File: config.mk
export PLATFORM = sky130hd
export DESIGN_NAME = smbus_timeout_mon
export DESIGN_NICKNAME = d
export VERILOG_FILES = /design/src/rtl/smbus_timeout_mon.sv
export SDC_FILE = /design/constraint.sdc
export NUM_CORES = 1
export LEC_CHECK = 0
export BUFFER_PORTS_ARGS = -buffer_cell sky130_fd_sc_hd__buf_2
export CAP_MARGIN = 20
export CORE_MARGIN = 2
export CORE_UTILIZATION = 56
export CTS_CLUSTER_DIAMETER = 30
export DETAILED_ROUTE_END_ITERATION = 16
export PLACE_DENSITY = 0.84
export SLEW_MARGIN = 0
export SYNTH_ARGS = -nofsm -noshare
export SYNTH_HDL_FRONTEND = slang
export SYNTH_SLANG_ARGS = --single-unit
File: constraint.sdc
create_clock -name clk -period 1.9 [get_ports clk]
set_clock_uncertainty 0.15 [all_clocks]
set_input_delay 0.38 -clock clk [delete_from_list [all_inputs] [get_ports clk]]
set_output_delay 0.38 -clock clk [all_outputs]
set_load 0.02 [all_outputs]
File: src/rtl/smbus_timeout_mon.sv
module smbus_timeout_mon #(
  parameter int CLK_HZ        = 100_000_000,
  parameter int TIMEOUT_US    = 30_000,
  parameter int SLV_BUDGET_US = 25_000,
  parameter int MST_BUDGET_US = 10_000,
  parameter int IDLE_NS       = 50_000,
  parameter int LOW_MIN_NS    = 4_700,
  parameter int HIGH_MIN_NS   = 4_000
) (
  input  logic clk,
  input  logic rst_n,
  input  logic scl_in,
  input  logic sda_in,
  input  logic slave_ext,
  input  logic idle_rst_dis,
  input  logic err_clr,
  output logic xact_rst,
  output logic err_timeout,
  output logic err_slave_ext,
  output logic err_master_ext,
  output logic err_low_short,
  output logic err_high_short
);

  localparam longint HZ    = longint'(CLK_HZ);
  localparam longint TO_C  = (HZ * TIMEOUT_US + 999_999) / 1_000_000;
  localparam longint SLV_C = (HZ * SLV_BUDGET_US + 999_999) / 1_000_000;
  localparam longint MST_C = (HZ * MST_BUDGET_US + 999_999) / 1_000_000;
  localparam longint IDL_C = (HZ * IDLE_NS + 999_999_999) / 1_000_000_000;
  localparam longint LOW_C = (HZ * LOW_MIN_NS + 999_999_999) / 1_000_000_000;
  localparam longint HI_C  = (HZ * HIGH_MIN_NS + 999_999_999) / 1_000_000_000;
  localparam int     CW    = $clog2(TO_C + 2);

  localparam logic [CW-1:0] TO_V   = CW'(TO_C);
  localparam logic [CW-1:0] SLV_V  = CW'(SLV_C);
  localparam logic [CW-1:0] MST_V  = CW'(MST_C);
  localparam logic [CW-1:0] IDLE_V = CW'(IDL_C);
  localparam logic [CW-1:0] LOW_V  = CW'(LOW_C);
  localparam logic [CW-1:0] HI_V   = CW'(HI_C);

  logic [2:0] scl_p, sda_p;
  logic scl_s, scl_q, sda_s, sda_q;
  logic start, stop, idle_hit, msg_end, in_msg, charge;
  logic [CW-1:0] low_cnt, high_cnt, idle_cnt, slv_acc, mst_acc;
  logic set_to, set_slv, set_mst, set_ls, set_hs;

  always_ff @(posedge clk) begin
    if (!rst_n) begin
      scl_p <= 3'b111;
      sda_p <= 3'b111;
    end else begin
      scl_p <= {scl_p[1:0], scl_in};
      sda_p <= {sda_p[1:0], sda_in};
    end
  end

  assign scl_s = scl_p[1];
  assign scl_q = scl_p[2];
  assign sda_s = sda_p[1];
  assign sda_q = sda_p[2];

  assign start    = scl_s & scl_q & sda_q & ~sda_s;
  assign stop     = scl_s & scl_q & ~sda_q & sda_s;
  assign idle_hit = in_msg & scl_s & sda_s & (idle_cnt >= IDLE_V) & ~idle_rst_dis;
  assign msg_end  = stop | idle_hit;
  assign charge   = in_msg & ~scl_s & (low_cnt >= LOW_V);

  always_ff @(posedge clk) begin
    if (!rst_n) begin
      low_cnt  <= '0;
      high_cnt <= '0;
      idle_cnt <= '0;
    end else begin
      if (scl_s) begin
        low_cnt  <= '0;
        high_cnt <= (high_cnt == TO_V) ? high_cnt : high_cnt + 1'b1;
      end else begin
        high_cnt <= '0;
        low_cnt  <= (low_cnt == TO_V) ? low_cnt : low_cnt + 1'b1;
      end
      if (scl_s && sda_s)
        idle_cnt <= (idle_cnt == IDLE_V) ? idle_cnt : idle_cnt + 1'b1;
      else
        idle_cnt <= '0;
    end
  end

  always_ff @(posedge clk) begin
    if (!rst_n)       in_msg <= 1'b0;
    else if (msg_end) in_msg <= 1'b0;
    else if (start)   in_msg <= 1'b1;
  end

  always_ff @(posedge clk) begin
    if (!rst_n || msg_end) begin
      slv_acc <= '0;
      mst_acc <= '0;
    end else if (charge) begin
      if (slave_ext && slv_acc != SLV_V)  slv_acc <= slv_acc + 1'b1;
      if (!slave_ext && mst_acc != MST_V) mst_acc <= mst_acc + 1'b1;
    end
  end

  assign set_to  = ~scl_s & (low_cnt >= TO_V);
  assign set_slv = charge & slave_ext & (slv_acc == SLV_V);
  assign set_mst = charge & ~slave_ext & (mst_acc == MST_V);
  assign set_ls  = in_msg & scl_s & ~scl_q & (low_cnt < LOW_V);
  assign set_hs  = in_msg & ~scl_s & scl_q & (high_cnt < HI_V);

  always_ff @(posedge clk) begin
    if (!rst_n) begin
      xact_rst       <= 1'b0;
      err_timeout    <= 1'b0;
      err_slave_ext  <= 1'b0;
      err_master_ext <= 1'b0;
      err_low_short  <= 1'b0;
      err_high_short <= 1'b0;
    end else begin
      xact_rst       <= idle_hit;
      err_timeout    <= (err_timeout & ~err_clr) | set_to;
      err_slave_ext  <= (err_slave_ext & ~err_clr) | set_slv;
      err_master_ext <= (err_master_ext & ~err_clr) | set_mst;
      err_low_short  <= (err_low_short & ~err_clr) | set_ls;
      err_high_short <= (err_high_short & ~err_clr) | set_hs;
    end
  end

  a_r1_timeout_after_low: assert property (@(posedge clk) disable iff (!rst_n)
    $rose(err_timeout) |-> !$past(scl_s));
  a_r2_slave_bounded: assert property (@(posedge clk) disable iff (!rst_n)
    slv_acc <= SLV_V);
  a_r3_master_bounded: assert property (@(posedge clk) disable iff (!rst_n)
    mst_acc <= MST_V);
  a_r4_short_low_at_rise: assert property (@(posedge clk) disable iff (!rst_n)
    $rose(err_low_short) |-> $past(scl_s && !scl_q));
  a_r6_single_pulse: assert property (@(posedge clk) disable iff (!rst_n)
    xact_rst |=> !xact_rst);
  a_r7_no_pulse_when_disabled: assert property (@(posedge clk) disable iff (!rst_n)
    xact_rst |-> !$past(idle_rst_dis));
  a_r8_stop_clears: assert property (@(posedge clk) disable iff (!rst_n)
    $past(stop) |-> (slv_acc == '0 && mst_acc == '0 && !in_msg));
  a_r9_timeout_sticky: assert property (@(posedge clk) disable iff (!rst_n)
    (err_timeout && !err_clr) |=> err_timeout);
  a_r9_master_sticky: assert property (@(posedge clk) disable iff (!rst_n)
    (err_master_ext && !err_clr) |=> err_master_ext);

endmodule

==> run_results.csv <==
group,metric,value,unit
run_status,status,"complete, but fails checks",
run_status,violations,"negative setup slack",
power_and_ir_drop,netSwitchingFraction,0.2131,
logic_synthesis,yosysWarnings,0,
clock_tree,clkTransAtPathRegs,0.06,ns
finish,nets,869,
worst_setup_path,crit_type,"register to register",
route,routed_wl,18070,um
worst_setup_path,max_stage_delay,0.50,ns
logic_synthesis,syn_area_per_cell,8.316,um2
power_and_ir_drop,power_frac_clock,0.524,
finish,final_core_util,0.7827,
route,drc,0,
power_and_ir_drop,seqPwrFrac,0.445,
sta,drv_slew,0,
worst_setup_path,cp.required,2.23,ns
worst_setup_path,slowest_stage,"or3_4",
logic_synthesis,synth_area_leader_cell,"dfxtp_1",
flow_run,drv_cap,0,
floorplan,core.rowCount,37,
floorplan,pin_count,13,
clock_tree,clock-sinks,123,
worst_setup_path,critPathTopFamily,"simple AND/OR/NAND/NOR gates",
finish,drive_gt1_frac,0.2920,
place,hpwl,10540,um
floorplan,die_area,11500,um2
floorplan,initial_utilization,0.5784,
logic_synthesis,ys_async_sr_fraction,0,
sta,max_clock_freq,473.8,MHz
logic_synthesis,synth-edff-count,0,
global_route,grt_max_degree,23,
floorplan,die_h,107.3,um
power_and_ir_drop,p_switching,0.001250,W
sta,setup_viol,49,
power_and_ir_drop,peakVddDrop,639.6,uV
clock_tree,cts_buffers,17,
logic_synthesis,ys.flop_type,"dfxtp_1",
route,avgViaCountPerCell,6.280,
route,via_count,6274,
logic_synthesis,syn_inst,718,
clock_tree,worstSkewPairLatency,0.53,ns
floorplan,core_area,10320,um2
logic_synthesis,synth_common_cells,"123 x dfxtp_1, 84 x nor2_1, 58 x nand2_1",
power_and_ir_drop,p_comb_frac,0.030,
worst_setup_path,crit_path_start_kind,"register",
logic_synthesis,synth_cell_type_count,48,
sta,rsz0062_at_grt,"true",
sta,finalWorstPathRequiredPeriod,2.110,ns
logic_synthesis,synth_area_leaders,"dfxtp_1 41%, nor2_1 5.3%, xnor2_1 4.5%, xor2_1 4.3%, nand2_1 3.6%",
global_route,grt_use_total,0.2791,
sta,finalHoldViolCount,0,
clock_tree,cts_root_buffer,"clkbuf_8",
worst_setup_path,worst-path-max-fanout,20,
hold_path,min_path_type,"primary input to register",
global_route,grt.overflow.total,0,
logic_synthesis,synth_area,5971,um2
finish,num_antenna_cells,0,
floorplan,die_x,107.3,um
route,antenna_left,0,
clock_tree,cts_buffer_depth,2,
power_and_ir_drop,internal_power,0.004616,W
worst_setup_path,worstPathArrival,2.44,ns
worst_setup_path,cp_cell_sequence,"nor4_4 > a41oi_2 > or3_4 > or4_1 > nand2_1",
route,first_pass_iters,5,
worst_setup_path,endpoint_kind,"register",
logic_synthesis,syn_nets,735,
logic_synthesis,synth_seq_cells,123,
clock_tree,htreeDepth,4,
power_and_ir_drop,p_per_area,726.1,nW/um2
logic_synthesis,yosysTopAreaCellShare,0.4124,
global_route,first_global_vias,5778,
sta,fin_crit_sh,1.111,
place,gp_congestion,0.9285,
sta,setup_tns,-5.621,ns
sta,worstMarginPinSlew,0.4860,ns
finish,area_growth,35.33,%
logic_synthesis,ys_seq_area_frac,0.4124,
route,drt_iter0_drc,632,
sta,relSlewSlack,0.6733,
clock_tree,cts_tree,"done",
global_route,grt_pass1_wl,25710,um
logic_synthesis,yosysMostFrequentCell,"dfxtp_1",
power_and_ir_drop,p_leak,3.097,nW
route,wl_per_cell,18.09,um
worst_setup_path,cp.buffers_inverters,0,
place,io_buffers,12,
global_route,antenna_found_initial,0,
sta,worst_slack,-0.2104,ns
place,dp_slack,-0.1751,ns
==> power groups by stage <==
stage               Sequential, W  Combinational, W  Clock (W)
CTS                       0.00261          0.000155    0.00308
global route              0.00261          0.000190    0.00320
global placement          0.00267          0.000142          0
floorplan                 0.00267         0.0000868          0
finish                    0.00261          0.000179    0.00308
detailed placement        0.00267          0.000149          0
==> layout make-up <==
cell class	count	area (um2)
timing repair buffer	142	1120
multi-input combinational	542	3633
tap	136	170.2
inverter	26	97.59
fill	584	2243
sequential	123	2501
clock inverter	7	91.34
clock buffer	23	466.7
==> flip-flops by register name, indices dropped and copies added, names as in the netlist <==
| name | flops |
|---|---|
| err_slave_ext | 1 |
| err_low_short | 1 |
| err_master_ext | 1 |
| high_cnt | 22 |
| xact_rst | 1 |
| err_timeout | 1 |
| slv_acc | 22 |
| in_msg | 1 |
| mst_acc | 22 |
| sda_p | 3 |
| idle_cnt | 22 |
| err_high_short | 1 |
| scl_p | 3 |
| low_cnt | 22 |
==> path summary, 6_finish.rpt <==
check                            startpoint  slack, ns                         to  depth (start not counted)
hold / removal                      err_clr       0.10  err_high_short$_SDFF_PN0_                          3
setup / recovery  idle_cnt[21]$_SDFFE_PN0P_      -0.21   mst_acc[14]$_SDFFE_PP0P_                          5
hold reg to reg         sda_p[0]$_SDFF_PN1_       0.27        sda_p[1]$_SDFF_PN1_                          1
setup reg to reg  idle_cnt[21]$_SDFFE_PN0P_      -0.21   mst_acc[14]$_SDFFE_PP0P_                          5
==> placed cells by master (no fill, tap or decap), types with 5 or more instances in the layout <==
cell type  count
a21oi_1       36
and3_1        15
and4_1         7
buf_2         12
buf_4        120
clkbuf_16     17
dfxtp_1       98
dfxtp_2       22
ha_1           9
inv_1         26
nand2_1       55
nand2b_1      10
nand3_1       33
nand3_2        6
nand4_1       25
nor2_1        82
nor2b_1        5
nor3_1        18
nor4_1         6
nor4_2         5
nor4_4         7
o211ai_1      10
o21ai_0       26
o31ai_1       11
or3_1         23
or4_1         16
xnor2_1       30
xor2_1        29
==> worst min-delay path, cell delays in order <==
cell and delay, ns:
buf_2 0.17, nand2b_1 0.12, a21boi_0 0.07
==> kinds of logic after synthesis <==
logic type,after synthesis,share of synthesized area
AO/OA/AOI/OAI,106,0.1079
XOR/XNOR,60,0.08801
adder cells (fa/ha/maj),10,0.02096
buffers and inverters,53,0.03625
flip-flops,123,0.4124
multiplexers,4,0.006706
AND/OR/NAND/NOR,362,0.3277
==> routing by layer <==
layer | track usage | wire, um | part of all wire
met1 | 0.3257 | 6975 | 0.39
met2 | 0.4910 | 9107 | 0.50
met3 | 0.06780 | 1398 | 0.077
met4 | 0.1095 | 590 | 0.033
met5 | 0 | 0 | 0
==> through the flow <==
step | hold slack [ns] | cell area (um2) | instances | total power, W
finish | 0.1041 | 8080 | 999 | 0.005867
global route | 0.1099 | 8080 | 999 | 0.006006
CTS | 0.08403 | 7705 | 988 | 0.005846
detailed placement | 0.2452 | 7057 | 955 | 0.002817
global placement | 0.2378 | 7057 | 955 | 0.002808
floorplan | 0.2363 | 6026 | 718 | 0.002752
==> what timing repair did <==
item                       in CTS  in global routing
cloned                          0                  1
setup buffers                   1                 13
hold buffers                    2                  0
setup endpoints to repair      49                 67
hold endpoints to repair        2                  0
pin swaps                       3                 21
gates resized for setup        15                 71
(Power assumes the default switching activity.)
